## config.mk

```make
export PLATFORM = sky130hd
export DESIGN_NAME = scc_rst_seq
export DESIGN_NICKNAME = d
export VERILOG_FILES = /design/src/rtl/scc_rst_pkg.sv /design/src/rtl/scc_rst_ctl.sv /design/src/rtl/scc_rst_dp.sv /design/src/rtl/scc_rst_seq.sv
export SDC_FILE = /design/constraint.sdc
export NUM_CORES = 1
export LEC_CHECK = 0
export ABC_AREA = 1
export BUFFER_PORTS_ARGS = -buffer_cell sky130_fd_sc_hd__buf_4
export CAP_MARGIN = 30
export CORE_ASPECT_RATIO = 2
export CORE_MARGIN = 4
export CORE_UTILIZATION = 46
export DETAILED_ROUTE_END_ITERATION = 8
export PLACE_DENSITY = 0.74
export SYNTH_ARGS = -nofsm -noshare
export SYNTH_HDL_FRONTEND = slang
export SYNTH_SLANG_ARGS = --single-unit
```

## constraint.sdc

```tcl
create_clock -name clk -period 2.3 [get_ports clk]
set_clock_uncertainty 0.15 [all_clocks]
set_input_delay 0.575 -clock clk [delete_from_list [all_inputs] [get_ports clk]]
set_output_delay 0.575 -clock clk [all_outputs]
set_load 0.05 [all_outputs]
```

## src/rtl/scc_rst_pkg.sv

```systemverilog
package scc_rst_pkg;

  localparam int REG_W = 8;

  typedef struct packed {
    logic rstA;
    logic rstB;
    logic clrMaster;
    logic wrMaster;
    logic wrA;
    logic wrB;
  } ctlStrobes_t;

  // Bits kept during a channel reset (1 = keep)
  function automatic logic [REG_W-1:0] keepMask(input int idx);
    case (idx)
      0:       keepMask = 8'h00;
      1:       keepMask = 8'h24;
      3:       keepMask = 8'hFE;
      5:       keepMask = 8'h61;
      default: keepMask = 8'hFF;
    endcase
  endfunction

  // Bits forced high during a channel reset
  function automatic logic [REG_W-1:0] setMask(input int idx);
    setMask = (idx == 4) ? 8'h04 : 8'h00;
  endfunction

endpackage

```

## src/rtl/scc_rst_ctl.sv

```systemverilog
module scc_rst_ctl
  import scc_rst_pkg::*;
#(
  parameter int SYNC_STAGES = 2,
  parameter int STRETCH     = 5,
  parameter int ADDR_W      = 4,
  parameter int NUM_REGS    = 6,
  parameter int MASTER_ADDR = 9
) (
  input  logic              clk,
  input  logic              addrStrobeN,
  input  logic              dataStrobeN,
  input  logic              wrEn,
  input  logic [ADDR_W-1:0] wrAddr,
  input  logic [1:0]        cmdBits,
  input  logic              chanSelA,
  output ctlStrobes_t       strobes,
  output logic              accessBlock
);

  localparam int CNT_W = $clog2(STRETCH + 1);

  logic [SYNC_STAGES-1:0] asSync;
  logic [SYNC_STAGES-1:0] dsSync;
  logic [CNT_W-1:0]       tailCnt;
  logic                   scopeA;
  logic                   scopeB;
  logic                   hwCond;
  logic                   accessOk;
  logic                   masterHit;
  logic                   swReq;

  generate
    if (SYNC_STAGES == 1) begin : g_sync1
      always_ff @(posedge clk) begin
        asSync <= addrStrobeN;
        dsSync <= dataStrobeN;
      end
    end else begin : g_syncN
      always_ff @(posedge clk) begin
        asSync <= {asSync[SYNC_STAGES-2:0], addrStrobeN};
        dsSync <= {dsSync[SYNC_STAGES-2:0], dataStrobeN};
      end
    end
  endgenerate

  assign hwCond      = !asSync[SYNC_STAGES-1] && !dsSync[SYNC_STAGES-1];
  assign accessBlock = hwCond || (tailCnt != '0);
  assign accessOk    = wrEn && !accessBlock;
  assign masterHit   = accessOk && (wrAddr == ADDR_W'(MASTER_ADDR));
  assign swReq       = masterHit && (cmdBits != 2'b00);

  always_ff @(posedge clk) begin
    if (hwCond) begin
      tailCnt <= CNT_W'(STRETCH);
      scopeA  <= 1'b1;
      scopeB  <= 1'b1;
    end else if (swReq) begin
      tailCnt <= CNT_W'(STRETCH);
      scopeA  <= cmdBits[1];
      scopeB  <= cmdBits[0];
    end else if (tailCnt != '0) begin
      tailCnt <= tailCnt - CNT_W'(1);
      if (tailCnt == CNT_W'(1)) begin
        scopeA <= 1'b0;
        scopeB <= 1'b0;
      end
    end
  end

  always_comb begin
    strobes.rstA      = scopeA;
    strobes.rstB      = scopeB;
    strobes.clrMaster = hwCond;
    strobes.wrMaster  = masterHit;
    strobes.wrA       = accessOk && (wrAddr < ADDR_W'(NUM_REGS)) && chanSelA;
    strobes.wrB       = accessOk && (wrAddr < ADDR_W'(NUM_REGS)) && !chanSelA;
  end

endmodule

```

## src/rtl/scc_rst_dp.sv

```systemverilog
module scc_rst_dp
  import scc_rst_pkg::*;
#(
  parameter int ADDR_W   = 4,
  parameter int NUM_REGS = 6
) (
  input  logic                      clk,
  input  ctlStrobes_t               strobes,
  input  logic [ADDR_W-1:0]         wrAddr,
  input  logic [REG_W-1:0]          wrData,
  output logic [REG_W-1:0]          masterCtl,
  output logic [NUM_REGS*REG_W-1:0] wrRegsA,
  output logic [NUM_REGS*REG_W-1:0] wrRegsB
);

  localparam int CMD_LSB = REG_W - 2;

  logic [CMD_LSB-1:0] masterBits;
  logic [REG_W-1:0]   regArr [2][NUM_REGS];
  logic [1:0]         chRst;
  logic [1:0]         chWr;

  assign chRst = {strobes.rstB, strobes.rstA};
  assign chWr  = {strobes.wrB, strobes.wrA};

  always_ff @(posedge clk) begin
    if (strobes.clrMaster)
      masterBits <= '0;
    else if (strobes.wrMaster)
      masterBits <= wrData[CMD_LSB-1:0];
  end

  assign masterCtl = {2'b00, masterBits};

  generate
    for (genvar ch = 0; ch < 2; ch++) begin : g_chan
      for (genvar r = 0; r < NUM_REGS; r++) begin : g_reg
        always_ff @(posedge clk) begin
          if (chRst[ch])
            regArr[ch][r] <= (regArr[ch][r] & keepMask(r)) | setMask(r);
          else if (chWr[ch] && (wrAddr == ADDR_W'(r)))
            regArr[ch][r] <= wrData;
        end
        if (ch == 0) begin : g_outA
          assign wrRegsA[r*REG_W +: REG_W] = regArr[ch][r];
        end else begin : g_outB
          assign wrRegsB[r*REG_W +: REG_W] = regArr[ch][r];
        end
      end
    end
  endgenerate

endmodule

```

## src/rtl/scc_rst_seq.sv

```systemverilog
module scc_rst_seq
  import scc_rst_pkg::*;
#(
  parameter int SYNC_STAGES = 2,
  parameter int STRETCH     = 5,
  parameter int ADDR_W      = 4,
  parameter int NUM_REGS    = 6,
  parameter int MASTER_ADDR = 9,
  localparam int BUS_W      = NUM_REGS * REG_W
) (
  input  logic              clk,
  input  logic              addrStrobeN,
  input  logic              dataStrobeN,
  input  logic              wrEn,
  input  logic [ADDR_W-1:0] wrAddr,
  input  logic [REG_W-1:0]  wrData,
  input  logic              chanSelA,
  output logic              chanRstA,
  output logic              chanRstB,
  output logic              accessBlock,
  output logic [REG_W-1:0]  masterCtl,
  output logic [BUS_W-1:0]  wrRegsA,
  output logic [BUS_W-1:0]  wrRegsB
);

  ctlStrobes_t strobes;

  scc_rst_ctl #(
    .SYNC_STAGES(SYNC_STAGES),
    .STRETCH    (STRETCH),
    .ADDR_W     (ADDR_W),
    .NUM_REGS   (NUM_REGS),
    .MASTER_ADDR(MASTER_ADDR)
  ) ctl_i (
    .clk        (clk),
    .addrStrobeN(addrStrobeN),
    .dataStrobeN(dataStrobeN),
    .wrEn       (wrEn),
    .wrAddr     (wrAddr),
    .cmdBits    (wrData[REG_W-1:REG_W-2]),
    .chanSelA   (chanSelA),
    .strobes    (strobes),
    .accessBlock(accessBlock)
  );

  scc_rst_dp #(
    .ADDR_W  (ADDR_W),
    .NUM_REGS(NUM_REGS)
  ) dp_i (
    .clk      (clk),
    .strobes  (strobes),
    .wrAddr   (wrAddr),
    .wrData   (wrData),
    .masterCtl(masterCtl),
    .wrRegsA  (wrRegsA),
    .wrRegsB  (wrRegsB)
  );

  assign chanRstA = strobes.rstA;
  assign chanRstB = strobes.rstB;

endmodule

```

==> metrics.txt, run 1 <==
Final Worst Setup Slack 0.0828 ns; hold_buf cts 0; Reg area 3180 um^2; DRC viols 0; filler instances 673; Post-synth EDFFs 96; cell area after synthesis 4080 um^2; Hold Worst Slack 0.178 ns; mean post-synth cell area 14.1 um^2; pre-CTS setup slack 0.0918 ns; worst hold path type flop to flop; Site Rows 48; H-tree depth 3; LEAKAGE 2.38 nW; Peak VDD IR 0.000620 V; Req. time, crit path 1.57 ns; die height 141 um; wire per inst 18.8 um; Max-Cap Viols 0; FF-to-FF setup slack 0.17 ns; Initial Util 47.2%; reg-to-reg startpoint ctl_i.tailCnt[0]$_SDFFE_PP1P_; CP max FO 4; vias in the first global route 2,755; Tcrit/Tclk final 96.4%; fin crit period 2.22 ns; Yosys top cell area share 70.6%; hpwl dp 7410 um; multi-input logic area 787 um^2; 1st-iter DRT viols 224; reg2reg path depth 8; Max Root-Sink Buffers 2; drt pass-1 iters 5; critical register-to-register path endpoint dp_i.regArr[0][19]$_DFFE_PP_; Post-Route Utilization 63.4%; area grow syn2layout 34.4%; Synth Flop Type edfxtp_1; Critical Path Start ctl_i.tailCnt[0]$_SDFFE_PP1P_; clock tree from TritonCTS built; drt total wl 9970 um; total CTS buffers 9; pwr dens 1060 nW/um^2; ys async rst share 0%; outcome finished clean; hold endpoint ctl_i.asSync[1]$_DFF_P_; Clock Sinks 111; initial antenna violation count 0; critical path class flop to output pin; Seq cells post-synth 111; startpoint types flop; final hold violations 0; GRT Util Overall 20.0%; critical path endpoint category output pin; Critical Path AT 1.49 ns; core area 8650 um^2; Setup violations, final 0; Max Transition Viols Final 0; worst hold stages 0; Mapped Cells 289; CTS Root Cell clkbuf_16; Clock transition at path regs 0.06 ns; top post-synthesis cells by count 96 x edfxtp_1, 58 x nor2_1, 43 x nand2_1; routed vias/inst 5.04; post-synthesis cell type count 26; top-count cell post-synth edfxtp_1; final antenna-violating net count 0; NumNets Final 447; YS warnings 0; number of diodes 0; largest net degree at the start of global routing 17; fmax 0.451 GHz; Die Area 10,500 um^2; width of the die 74.6 um; fin area 5490 um^2; io pins 124; Yosys top cell by area edfxtp_1; layout cell share with drive strength beyond 1 38.8%; port bufs 121; worst-skew pair later-pin latency 0.34 ns; routability cong. 0.876; placed inst area 5170 um^2; dominant cells by area after synthesis edfxtp_1 71%, dfxtp_1 7.4%, nor2_1 5.3%; GRT overflow 0; post-synthesis sequential area ratio 78.0%; first-pass GRT wire length 15,100 um; DR vias 2,672; RSZ-0062 raised after global routing false; hold wc startpoint ctl_i.asSync[0]$_DFF_P_
stage by stage:
step	total power, mW	instances	TNS [ns]
after floorplan	3.73	290	-0.988
after global placement	4.21	516	0
after detailed placement	4.25	516	0
after CTS	5.84	530	0
after global routing	6.03	530	0
final	5.80	530	0
cell families (layout without fill, tap and decap cells):
logic type / count (synthesis) / in the layout / share of synthesized area, %
and+or+nand+nor: 133 / 133 / 16.6
DFF: 111 / 111 / 78.0
buffers and inverters: 34 / 174 / 3.40
AOI/OAI and AO/OA: 6 / 6 / 0.827
adders and majority gates: 3 / 3 / 0.919
other: 1 / 2 / 0.0919
xor gates and xnor gates: 1 / 1 / 0.215
per-layer routing:
metal | routed length, um | global-route usage [%] | vias up
li1 | - | - | 1257
met1 | 3280 | 21.1 | 1284
met2 | 5820 | 36.5 | 113
met3 | 630 | 4.50 | 18
met4 | 248 | 8.82 | 0
met5 | 0 | 0 | -
critical path, stage by stage, from the launching register on:
cell	delay, ns
dfxtp_1	0.32
inv_1	0.11
ha_1	0.23
inv_2	0.07
nor2_4	0.15
nand2_1	0.08
buf_4	0.19
final cells by class:
type	instances	area share, %
sequential	111	58.0
timing repair buffer	130	17.8
multi-input combinational	145	14.3
clock buffer	10	4.17
tap	100	2.28
inverter	30	2.05
clock inverter	4	1.32
layout by cell type, fill, tap and decap left out, types with 4 or more instances in the layout:
cell type,Yosys,final
buf_4,3,130
clkbuf_16,0,9
dfxtp_1,15,15
edfxtp_1,96,96
inv_1,24,24
inv_2,4,4
nand2_1,43,41
nand3_1,7,6
nand4_1,6,6
nand4_2,4,4
nor2_1,58,58
nor2_4,4,4
worst max-delay path by stage:
| stage | end | slack (ns) | cells past startpoint |
|---|---|---|---|
| after floorplan | dp_i.regArr[1][24]$_DFFE_PP_ | -0.06 | 6 |
| after global placement | dp_i.regArr[0][46]$_SDFFCE_PN0P_ | 0.15 | 6 |
| after detailed placement | dp_i.regArr[0][46]$_SDFFCE_PN0P_ | 0.09 | 6 |
| after CTS | dp_i.regArr[0][42]$_SDFFCE_PN0P_ | 0.04 | 8 |
| after global routing | accessBlock | 0.009 | 6 |
| final | accessBlock | 0.08 | 6 |
flip-flops by register name, indices dropped and copies added, names as in the netlist:
signal and cells:
ctl_i.scopeA 1, dp_i.masterBits 6, ctl_i.scopeB 1, ctl_i.asSync 2, ctl_i.tailCnt 3, ctl_i.dsSync 2
dp_i.regArr 96
repair_timing:
item | in CTS | in global routing
gates resized for setup | 0 | 3
setup buffers | 0 | 0
setup endpoints to repair | 0 | 37
power by group:
group          leakage, nW  switching, mW  internal, mW  total, mW
Sequential            1.08          0.125          2.49       2.62
Clock                0.144          0.644         0.940       1.58
Combinational         1.15           1.21         0.387       1.60
Power figures use the tool's default switching activity.
==> run 2: changes to the inputs <==
Settings changed: CAP_MARGIN 30 to not set, CTS_BUF_LIST set to sky130_fd_sc_hd__clkbuf_16, GPL_TIMING_DRIVEN set to 0.
==> run 2 against run 1 <==
Effect of this change:
- register-to-register slack barely moved
- count of clock-buffer cells in the layout decreased by 1
- sequential cell count unchanged
- worst setup slack gained 0.058 ns
- total power fell by 3.4%
- largest cell class unchanged
- die area stayed put
- core utilization is 0.22 points lower
- non-clock buffer count down 3
- first-iteration DRC count is 21% lower
- clock power shrank 13%
==> metrics.txt, run 2 (synthesis results as in run 1) <==
largest registers dp_i.regArr: 96 flops, dp_i.masterBits: 6 flops, ctl_i.tailCnt: 3 flops; Levels on crit path 6; startpoint types flop; die height 141 um; Most flops, register dp_i.regArr; LEAKAGE 2.36 nW; NumNets Final 444; final hold violations 0; Final Worst Setup Slack 0.141 ns; hpwl dp 7360 um; worst hold stages 0; Clock Sinks 111; Peak VDD IR 0.000725 V; Req. time, crit path 1.57 ns; Clock transition at path regs 0.07 ns; commonest non-fill, non-tap cell in the layout buf_4; H-tree depth 3; critical path endpoint category output pin; multi-input logic area 827 um^2; Setup violations, final 0; routability cong. 0.865; worst hold path type flop to flop; io pins 124; Max Root-Sink Buffers 2; hold endpoint ctl_i.asSync[1]$_DFF_P_; drt pass-1 iters 5; reg2reg path depth 8; DR vias 2,745; GRT overflow 0; core area 8650 um^2; met1 Use GR 21.0%; Initial Util 47.2%; area grow syn2layout 33.9%; Critical Path AT 1.43 ns; Most Used Layer, Global Route met2; commonest cells after routing, fill and taps aside 126 x buf_4, 96 x edfxtp_1, 55 x nor2_1, 42 x nand2_1, 26 x inv_1; 1st-iter DRT viols 177; largest net degree at the start of global routing 19; layout cell share with drive strength beyond 1 38.7%; Critical Path Start ctl_i.tailCnt[0]$_SDFFE_PP1P_; first-pass GRT wire length 14,600 um; CP bufs+invs 3; critical register-to-register path endpoint dp_i.regArr[0][8]$_DFFE_PP_; pwr dens 1030 nW/um^2; M2 GR Usage 33.3%; filler instances 678; reg-to-reg startpoint ctl_i.tailCnt[0]$_SDFFE_PP1P_; Hold Worst Slack 0.183 ns; CP max-delay cell dfxtp_1; worst path cell trace inv_1, ha_1, inv_2, nor2_4, nand2_1, buf_4; Tcrit/Tclk final 93.9%; post-CTS setup buffer count 0; Reg area 3180 um^2; hold wc startpoint ctl_i.asSync[0]$_DFF_P_; port bufs 121; worst-skew pair later-pin latency 0.34 ns; initial antenna violation count 0; fin crit period 2.16 ns; total CTS buffers 9; clock tree from TritonCTS built; vias in the first global route 2,698; GRT Util Overall 19.1%; CTS Root Cell clkbuf_16; FF-to-FF setup slack 0.18 ns; Max-Cap Viols 0; width of the die 74.6 um; hold_buf cts 0; Max Transition Viols Final 0; routed vias/inst 5.19; critical path class flop to output pin; wire per inst 18.5 um; max incr delay on CP 0.32 ns; outcome finished clean; Site Rows 48; pre-CTS setup slack -0.319 ns; post-layout total power 5.60 mW; final antenna-violating net count 0; met3 usage 4.07%; CP max FO 4; max reg flops 96; number of diodes 0; fmax 0.463 GHz; DRC viols 0; Die Area 10,500 um^2; Top delay family on crit path buffers and inverters; drt total wl 9790 um
## run 2: repair_timing
action | CTS | global route
gates resized for setup | 4 | 8
gates cloned | 0 | 0
endpoints found under the setup margin | 18 | 54
pin swaps | 0 | 1
## run 2: power by group
part           switching (mW)  internal, mW
clock                   0.657         0.726
sequential              0.129          2.49
combinational            1.22         0.385
total                    2.00          3.60
## run 2: worst register-to-register path, delay by kind of cell (launching register included)
kind                       cells  cell delay (ns)
adders and majority gates      1             0.21
buffers and inverters          1             0.11
DFF                            1             0.32
and+or+nand+nor                6             1.03
## run 2: cell type report
class	count	share of cell area (%)
Sequential cell	111	58.2
Clock buffer	9	4.12
Buffer	4	0.504
Multi-Input combinational cell	145	15.1
Timing Repair Buffer	123	16.9
Clock inverter	7	0.778
Tap cell	100	2.29
Inverter	30	2.06
## run 2: through the flow
step	utilization, %	TNS (ns)	area (um^2)	cells
final	63.2	0	5470	529
after global routing	63.2	-0.0953	5470	529
after CTS	62.8	-0.0597	5430	529
after detailed placement	59.5	-4.29	5150	513
after global placement	59.2	-13.76	5120	511
after floorplan	-	-0.988	4090	290
## run 2: worst max-delay path by stage
| stage | endpoint |
|---|---|
| 2_1_floorplan | dp_i.regArr[1][24]$_DFFE_PP_ |
| 3_3_place_gp | dp_i.regArr[0][27]$_DFFE_PP_ |
| 3_5_place_dp | dp_i.regArr[0][11]$_DFFE_PP_ |
| 4_1_cts | dp_i.regArr[1][25]$_DFFE_PP_ |
| 5_1_grt | dp_i.regArr[0][12]$_DFFE_PP_ |
| 6_report | accessBlock |
## run 2: metal layers
| metal | vias to the layer above | share of wire (%) |
|---|---|---|
| li1 | 1261 | - |
| met1 | 1339 | 32 |
| met2 | 120 | 57 |
| met3 | 25 | 7.3 |
| met4 | 0 | 4.2 |
| met5 | - | 0 |
==> run 3: changes to the inputs <==
Settings changed: CORE_UTILIZATION 46 to 40, PLACE_DENSITY 0.74 to 0.65.
==> run 3 against run 2 <==
Effect of this change:
- count of clock-buffer cells in the layout is the same
- die area increased by 14%
- final cell count increased by 5.9%
- clock power rose by 16%
- cell area increased by 0.96%
- combinational power about the same
- core utilization decreased by 7.0 points
- register-to-register slack gained 0.02 ns
- hold slack got worse by 0.0050 ns
- critical endpoint unchanged
- largest power group unchanged
- highest routed layer unchanged
==> metrics.txt, run 3 (synthesis results as in run 1) <==
port bufs 121; RSZ-0062 raised after global routing false; first-pass GRT wire length 14,800 um; critical path endpoint category output pin; hpwl dp 7420 um; Initial Util 41.5%; clock tree from TritonCTS built; P_int 3.82 mW; Max-slew headroom 66.3%; Top delay family on crit path buffers and inverters; Gate power share 27.3%; total CTS buffers 9; CP bufs+invs 3; non-filler instance count after layout 560; startpoint types flop; Slew @ Worst Pin 0.501 ns; multi-input logic area 797 um^2; max incr delay on CP 0.32 ns; worst path cell trace inv_1, ha_1, inv_2, nor2_4, nand2_1, buf_4; routability cong. 0.823; Sw Pwr 1.98 mW; Max Transition Viols Final 0; number of diodes 0; critical path class flop to output pin; initial antenna violation count 0; wire per inst 17.3 um; CTS Root Cell clkbuf_16; DRC viols 0; commonest non-fill, non-tap cell in the layout buf_4; DR top layer met4; die height 151 um; fin crit period 2.17 ns; 1st-iter DRT viols 177; final hold violations 0; WL met3 514 um; fmax 0.461 GHz; post-CTS setup buffer count 0; CP max-delay cell dfxtp_1; register share of total power 45.1%; drt total wl 9700 um; area grow syn2layout 35.2%; Final Worst Setup Slack 0.132 ns; final antenna-violating net count 0; worst-skew pair later-pin latency 0.34 ns; DR vias 2,655; sw frac 34.1%; NumNets Final 444; Max-Cap Viols 0; Reg area 3180 um^2; largest registers dp_i.regArr: 96 flops, dp_i.masterBits: 6 flops, ctl_i.tailCnt: 3 flops; fin area 5520 um^2; Critical Path AT 1.44 ns; worst hold path type flop to flop; wl on met1 3310 um; largest net degree at the start of global routing 18; filler instances 841; Clock transition at path regs 0.07 ns; CP max FO 4; met2 WL 5710 um; pre-CTS setup slack -0.281 ns; routed vias/inst 4.74; pwr dens 1050 nW/um^2; Site Rows 51; max reg flops 96; Clock power frac 27.6%; placed inst area 5190 um^2; placed cell count 545; drt pass-1 iters 4; H-tree depth 3; post-CTS resize count 3; Clock Sinks 111; layout cell share with drive strength beyond 1 38.6%; Hold Worst Slack 0.178 ns; LEAKAGE 2.37 nW; Max Root-Sink Buffers 2; vias in the first global route 2,650; GRT Util Overall 17.0%; Most flops, register dp_i.regArr; Setup violations, final 0; io pins 124; Tcrit/Tclk final 94.2%; outcome finished clean; GRT overflow 0; hold_buf cts 0; core area 9830 um^2; Die Area 12,000 um^2; commonest cells after routing, fill and taps aside 126 x buf_4, 96 x edfxtp_1, 56 x nor2_1, 43 x nand2_1, 25 x inv_1; Peak VDD IR 0.000453 V; width of the die 79.4 um; Req. time, crit path 1.57 ns
## run 3: changes by cell type in the layout (fill, tap and decap cells not counted), sizes merged
cell      before  now
bufinv         0    2
clkinvlp       3    1
inv           31   30
## run 3: power by group through the flow
stage               combinational (mW)  sequential, mW  clock (mW)
floorplan                        0.349            3.38           0
global placement                  1.57            2.65           0
detailed placement                1.60            2.65           0
CTS                               1.60            2.62        1.63
global route                      1.67            2.64        1.71
finish                            1.58            2.61        1.60
## run 3: final cells by class
type / instances / area share, %
clock inverter: 6 / 1.54
timing repair buffer: 123 / 16.7
clock buffer: 9 / 4.08
multi-input combinational: 145 / 14.4
buffer: 4 / 0.499
sequential: 111 / 57.7
inverter: 30 / 2.04
tap: 132 / 2.99
## run 3: worst paths after layout
path                                       from                                to  slack, ns  cells after the start
hold reg to reg         ctl_i.dsSync[0]$_DFF_P_           ctl_i.dsSync[1]$_DFF_P_       0.18                      0
setup reg to reg  ctl_i.tailCnt[0]$_SDFFE_PP1P_  dp_i.regArr[1][42]$_SDFFCE_PN0P_       0.20                      8
hold / removal          ctl_i.dsSync[0]$_DFF_P_           ctl_i.dsSync[1]$_DFF_P_       0.18                      0
setup / recovery  ctl_i.tailCnt[0]$_SDFFE_PP1P_                       accessBlock       0.13                      6
## run 3: layer usage
metal / GRT usage [%] / vias up
li1: - / 1255
met1: 17.3 / 1279
met2: 32.3 / 109
met3: 4.23 / 12
met4: 6.54 / 0
met5: 0 / -
## run 3: worst reg2reg max path, delay by kind of cell, from the launching register on
kind | cells | cell delay [ns]
adder cells (fa/ha/maj) | 1 | 0.21
buffers and inverters | 1 | 0.11
flip-flops | 1 | 0.32
AND/OR/NAND/NOR | 6 | 0.97
## run 3: through the flow
stage	TNS [ns]	power (mW)	util, %
finish	0	5.80	56.2
global route	0	6.02	56.2
CTS	0	5.85	56.0
detailed placement	-3.39	4.25	52.8
global placement	-13.76	4.22	52.5
floorplan	-0.988	3.73	-
